[config.mk]
export PLATFORM = sky130hd
export DESIGN_NAME = b8zs_encoder
export DESIGN_NICKNAME = d
export VERILOG_FILES = /design/src/rtl/b8zs_pkg.sv /design/src/rtl/b8zs_window.sv /design/src/rtl/b8zs_polarity.sv /design/src/rtl/b8zs_encoder.sv
export SDC_FILE = /design/constraint.sdc
export NUM_CORES = 1
export LEC_CHECK = 0
export CORE_UTILIZATION = 50
export CTS_CLUSTER_SIZE = 24
export DETAILED_ROUTE_END_ITERATION = 8
export GPL_ROUTABILITY_DRIVEN = 0
export PLACE_DENSITY_LB_ADDON = 0.1
export RECOVER_POWER = 25
export SLEW_MARGIN = 20
export SYNTH_ARGS = -nofsm -noshare
export SYNTH_HDL_FRONTEND = slang
export SYNTH_SLANG_ARGS = --single-unit
[constraint.sdc]
create_clock -name clk_i -period 1.6 [get_ports clk_i]
set_clock_uncertainty 0.2 [all_clocks]
set_input_delay 0.4 -clock clk_i [delete_from_list [all_inputs] [get_ports clk_i]]
set_output_delay 0.4 -clock clk_i [all_outputs]
set_load 0.05 [all_outputs]
[src/rtl/b8zs_pkg.sv]
package b8zs_pkg;

  localparam int unsigned RUN_LEN = 8;

  typedef enum logic [1:0] {
    SYM_ZERO = 2'd0,
    SYM_MARK = 2'd1,
    SYM_VIOL = 2'd2,
    SYM_BAL  = 2'd3
  } sym_e;

  // stage 0 is newest; line order oldest first is 0 0 0 V B 0 V B
  function automatic sym_e sub_sym(input int unsigned idx);
    case (idx)
      0, 3:    sub_sym = SYM_BAL;
      1, 4:    sub_sym = SYM_VIOL;
      default: sub_sym = SYM_ZERO;
    endcase
  endfunction

endpackage

[src/rtl/b8zs_window.sv]
module b8zs_window
  import b8zs_pkg::*;
#(
  parameter int unsigned DEPTH = RUN_LEN
) (
  input  logic clk_i,
  input  logic rst_ni,
  input  logic shift_i,
  input  logic bit_i,
  output sym_e head_o,
  output logic full_o
);

  localparam int unsigned FILL_W = $clog2(DEPTH + 1);
  localparam logic [FILL_W-1:0] FILL_MAX = FILL_W'(DEPTH);
  localparam logic [FILL_W-1:0] FILL_HIT = FILL_W'(DEPTH - 1);

  sym_e sym_q   [DEPTH];
  sym_e shifted [DEPTH];
  sym_e sym_d   [DEPTH];
  logic [DEPTH-1:0] is_zero;
  logic [FILL_W-1:0] fill_q;
  logic run_hit;

  for (genvar i = 0; i < DEPTH; i++) begin : g_stage
    if (i == 0) begin : g_in
      assign shifted[i] = bit_i ? SYM_MARK : SYM_ZERO;
    end else begin : g_mid
      assign shifted[i] = sym_q[i-1];
    end
    assign is_zero[i] = (shifted[i] == SYM_ZERO);
    assign sym_d[i]   = run_hit ? sub_sym(i) : shifted[i];
  end

  // a replaced window holds no SYM_ZERO run, so patterns never overlap
  assign run_hit = (&is_zero) && (fill_q >= FILL_HIT);

  always_ff @(posedge clk_i or negedge rst_ni) begin
    if (!rst_ni) begin
      for (int i = 0; i < DEPTH; i++) sym_q[i] <= SYM_ZERO;
      fill_q <= '0;
    end else if (shift_i) begin
      for (int i = 0; i < DEPTH; i++) sym_q[i] <= sym_d[i];
      if (fill_q != FILL_MAX) fill_q <= fill_q + 1'b1;
    end
  end

  assign head_o = sym_q[DEPTH-1];
  assign full_o = (fill_q == FILL_MAX);

endmodule

[src/rtl/b8zs_polarity.sv]
module b8zs_polarity
  import b8zs_pkg::*;
(
  input  logic clk_i,
  input  logic rst_ni,
  input  logic emit_i,
  input  sym_e sym_i,
  output logic pos_o,
  output logic neg_o,
  output logic valid_o
);

  logic last_pos_q;
  logic pulse;
  logic pol_pos;

  assign pulse   = (sym_i != SYM_ZERO);
  assign pol_pos = (sym_i == SYM_VIOL) ? last_pos_q : ~last_pos_q;

  always_ff @(posedge clk_i or negedge rst_ni) begin
    if (!rst_ni) begin
      last_pos_q <= 1'b0;
      pos_o      <= 1'b0;
      neg_o      <= 1'b0;
      valid_o    <= 1'b0;
    end else begin
      valid_o <= emit_i;
      pos_o   <= emit_i && pulse && pol_pos;
      neg_o   <= emit_i && pulse && !pol_pos;
      if (emit_i && pulse) last_pos_q <= pol_pos;
    end
  end

endmodule

[src/rtl/b8zs_encoder.sv]
module b8zs_encoder
  import b8zs_pkg::*;
#(
  parameter int unsigned DEPTH = RUN_LEN
) (
  input  logic clk_i,
  input  logic rst_ni,
  input  logic bit_valid_i,
  input  logic bit_i,
  output logic pos_o,
  output logic neg_o,
  output logic valid_o
);

  sym_e head;
  logic full;

  b8zs_window #(.DEPTH(DEPTH)) u_window (
    .clk_i   (clk_i),
    .rst_ni  (rst_ni),
    .shift_i (bit_valid_i),
    .bit_i   (bit_i),
    .head_o  (head),
    .full_o  (full)
  );

  b8zs_polarity u_polarity (
    .clk_i   (clk_i),
    .rst_ni  (rst_ni),
    .emit_i  (bit_valid_i && full),
    .sym_i   (head),
    .pos_o   (pos_o),
    .neg_o   (neg_o),
    .valid_o (valid_o)
  );

endmodule

==> summary.txt <==
Run status
  – Outcome: finished clean

Global routing
  – Vias in the first global route: 615
  – Largest net degree at the start of global routing: 25
  – Initial antenna violation count: 0
  – Overall routing resource usage: 0.185
  – Total grt overflow: 0
  – First-pass GRT wire length: 2760 µm

Timing
  – Final Hold Vio Count: 0
  – Fin crit share: 0.993
  – Max transition margin: 0.612
  – Final max-slew violation count: 0
  – Fmax: 629 MHz
  – # setup viols final: 0
  – Fin crit period: 1590 ps
  – RSZ-0062 raised after global routing: true
  – Slew @ Worst Pin: 581 ps

Logic synthesis
  – Count of different cell masters after synthesis: 19
  – Synthesized flop and latch total: 24
  – Area share of the largest cell type after synthesis: 0.596
  – Post-synthesis sequential area ratio: 0.596
  – Synth area leaders: dfrtp_1, mux2_2, mux2i_1, nand2_1, xnor2_1
  – Mapped Avg Cell Area: 12.6 µm²
  – Mapped Area: 1010 µm²
  – Cell accounting for the most synthesized area: dfrtp_1
  – Synthesized instance count: 80
  – Yosys warning count: 0
  – Post-Syn Nets: 86

Power and ir drop
  – Max VDD drop: 1.14 mV
  – Tot Pwr: 1.86 mW
  – Pwr Density: 1450 nW/µm²
  – Leak: 0.594 nW

Clock network
  – Clk buf depth: 2
  – Num CTS Buffers: 3
  – Clk root buf: clkbuf_4
  – # clock sinks: 24
  – CTS tree: done
  – Worst-Skew Late Latency: 310 ps
  – Clock-pin slew on the worst setup and hold paths: 140 ps
  – H-Tree Level Count: 1

Drt
  – DRT iter0 DRCs: 23
  – DRT Wirelength: 1780 µm
  – Remaining antenna violation count: 0
  – Vias per cell: 5.35
  – WL/cell: 14.2 µm
  – Vias post-DR: 669
  – TritonRoute pass-1 iters: 4
  – DRC errors left: 0

Final layout
  – Post-layout net count: 107
  – Area delta synth->final: 27.4%
  – Final instance count without filler cells: 125
  – Layout cells sized above 1: 0.390
  – Inserted Diodes: 0

Critical path
  – Worst Path Max Fanout: 6
  – Worst Path Arrival: 1630 ps
  – CP startpoint kind: register
  – Crit Path Category: reg2reg
  – R2r worst-path depth: 4
  – Worst path required time: 1650 ps
  – Critical path capture point type: register

Hold path
  – Hold-critical path depth: 1
  – Worst min-delay path class: reg2reg

Placed design
  – DP Cell Count: 117
  – Port Buffer Count: 6
  – DP Wirelength: 1150 µm

Floorplan
  – Vert. Die Dim: 46.9 µm
  – Initial core utilization: 0.560
  – FP Rows: 15
  – Core Footprint: 1800 µm²
  – Die area: 2200 µm²
  – Io pins: 7
  – Die Wd: 46.9 µm

Flow run
  – Max_cap viols: 0
[area by class of cell]
class                           count  area, µm²
Clock buffer                        3       22.5
Timing Repair Buffer               18        176
Inverter                            4       15.0
Tap cell                           25       31.3
Sequential cell                    24        601
Clock inverter                      1       30.0
Multi-Input combinational cell     50        409
Fill cell                         137        517
[state kept, by name, summed over array words and instances, names as in the netlist]
name                   count
u_polarity.neg_o           1
u_window.fill_q            4
u_polarity.pos_o           1
u_window.head_o            2
u_polarity.last_pos_q      1
u_polarity.valid_o         1
u_window.shifted          14
[synth_stat cells]
master / instances
o21ai_1: 5
inv_1: 4
o21ai_0: 2
o22ai_1: 1
nor4_1: 3
mux2i_1: 5
or4_4: 1
a21oi_1: 2
nand4b_1: 1
nand3_1: 2
nand2_1: 7
dfrtp_1: 24
xnor2_1: 3
nand2b_1: 1
buf_2: 2
nor2_1: 2
ha_1: 2
mux2_2: 12
nand4_1: 1
[final timing paths]
kind	from	end	slack [ps]
min in group asynchronous	rst_ni	u_window.shifted[9]$_DFFE_PN0P_	390
worst min-delay path	u_polarity.last_pos_q$_DFFE_PN0N_	u_polarity.last_pos_q$_DFFE_PN0N_	350
worst min register to register	u_polarity.last_pos_q$_DFFE_PN0N_	u_polarity.last_pos_q$_DFFE_PN0N_	350
worst max register to register	u_window.fill_q[1]$_DFFE_PN0P_	u_window.shifted[5]$_DFFE_PN0P_	10
worst max-delay path	u_window.fill_q[1]$_DFFE_PN0P_	u_window.shifted[5]$_DFFE_PN0P_	10
max in group asynchronous	rst_ni	u_window.shifted[0]$_DFFE_PN0P_	420
[cells in the final DEF (no fill, tap or decap)]
cell type / n
nand4b_1: 1
nor2_1: 2
nand3_1: 2
ha_2: 2
nand2_1: 6
o21ai_2: 3
clkdlybuf4s50_1: 1
or4_4: 1
nand4_1: 1
o21ai_1: 3
a21oi_2: 1
inv_1: 4
mux2_4: 1
mux2i_1: 5
dfrtp_1: 24
nand2b_1: 1
mux2_2: 11
dlygate4sd2_1: 1
bufinv_16: 1
o22ai_1: 1
buf_4: 11
clkbuf_2: 1
clkbuf_4: 3
nand2_2: 1
xnor2_1: 3
dlygate4sd3_1: 1
nor4_1: 3
buf_12: 3
o21ai_0: 1
a21oi_1: 1
[timing repair]
| action | 4_1_cts | 5_1_grt |
|---|---|---|
| gates cloned | 0 | 0 |
| hold endpoints to repair | 0 | 0 |
| buffers inserted | 1 | 3 |
| pin swaps | 2 | 2 |
| endpoints found under the setup margin | 6 | 8 |
| gates resized for setup | 5 | 5 |
| hold buffers | 0 | 0 |
[metrics by stage]
step	TNS, ps	hold slack [ps]	area (µm²)	util	setup WS, ps
after floorplan	0	-95.6	1010	-	6.86
after global placement	-5250	308	1190	0.662	-362
after detailed placement	-5630	321	1190	0.662	-365
after CTS	0	211	1260	0.700	7.83
after global routing	-127	377	1280	0.713	-43.4
final	0	352	1280	0.713	10.5
[cells by family (layout without fill, tap and decap cells)]
logic type,Yosys count,in the layout,synth area share
DFF,24,24,0.596
and+or+nand+nor,18,18,0.0943
muxes,17,17,0.184
AOI/OAI and AO/OA,10,10,0.0509
buffers and inverters,6,26,0.0248
xor gates and xnor gates,3,3,0.0261
adders and majority gates,2,2,0.0248
[report_power, final]
part | leakage (nW) | total, mW | switching [mW] | internal [mW]
Clock | 0.0279 | 0.430 | 0.177 | 0.253
Combinational | 0.259 | 0.538 | 0.210 | 0.328
Sequential | 0.308 | 0.895 | 0.156 | 0.739
Total | 0.594 | 1.86 | 0.543 | 1.32
[worst max-delay path: stages (launching register included)]
cell and delay (ps):
dfrtp_1 420, ha_2 210, a21oi_2 50, or4_4 480, o21ai_2 170
[routing by layer]
layer  up-vias  GRT usage  part of all wire
met5         -          0                 0
met4         0     0.0686             0.011
met3         2     0.0385             0.048
met2        20      0.267              0.49
met1       328      0.275              0.45
li1        319          -                 -
No activity file was read; power rests on OpenSTA's default activity.
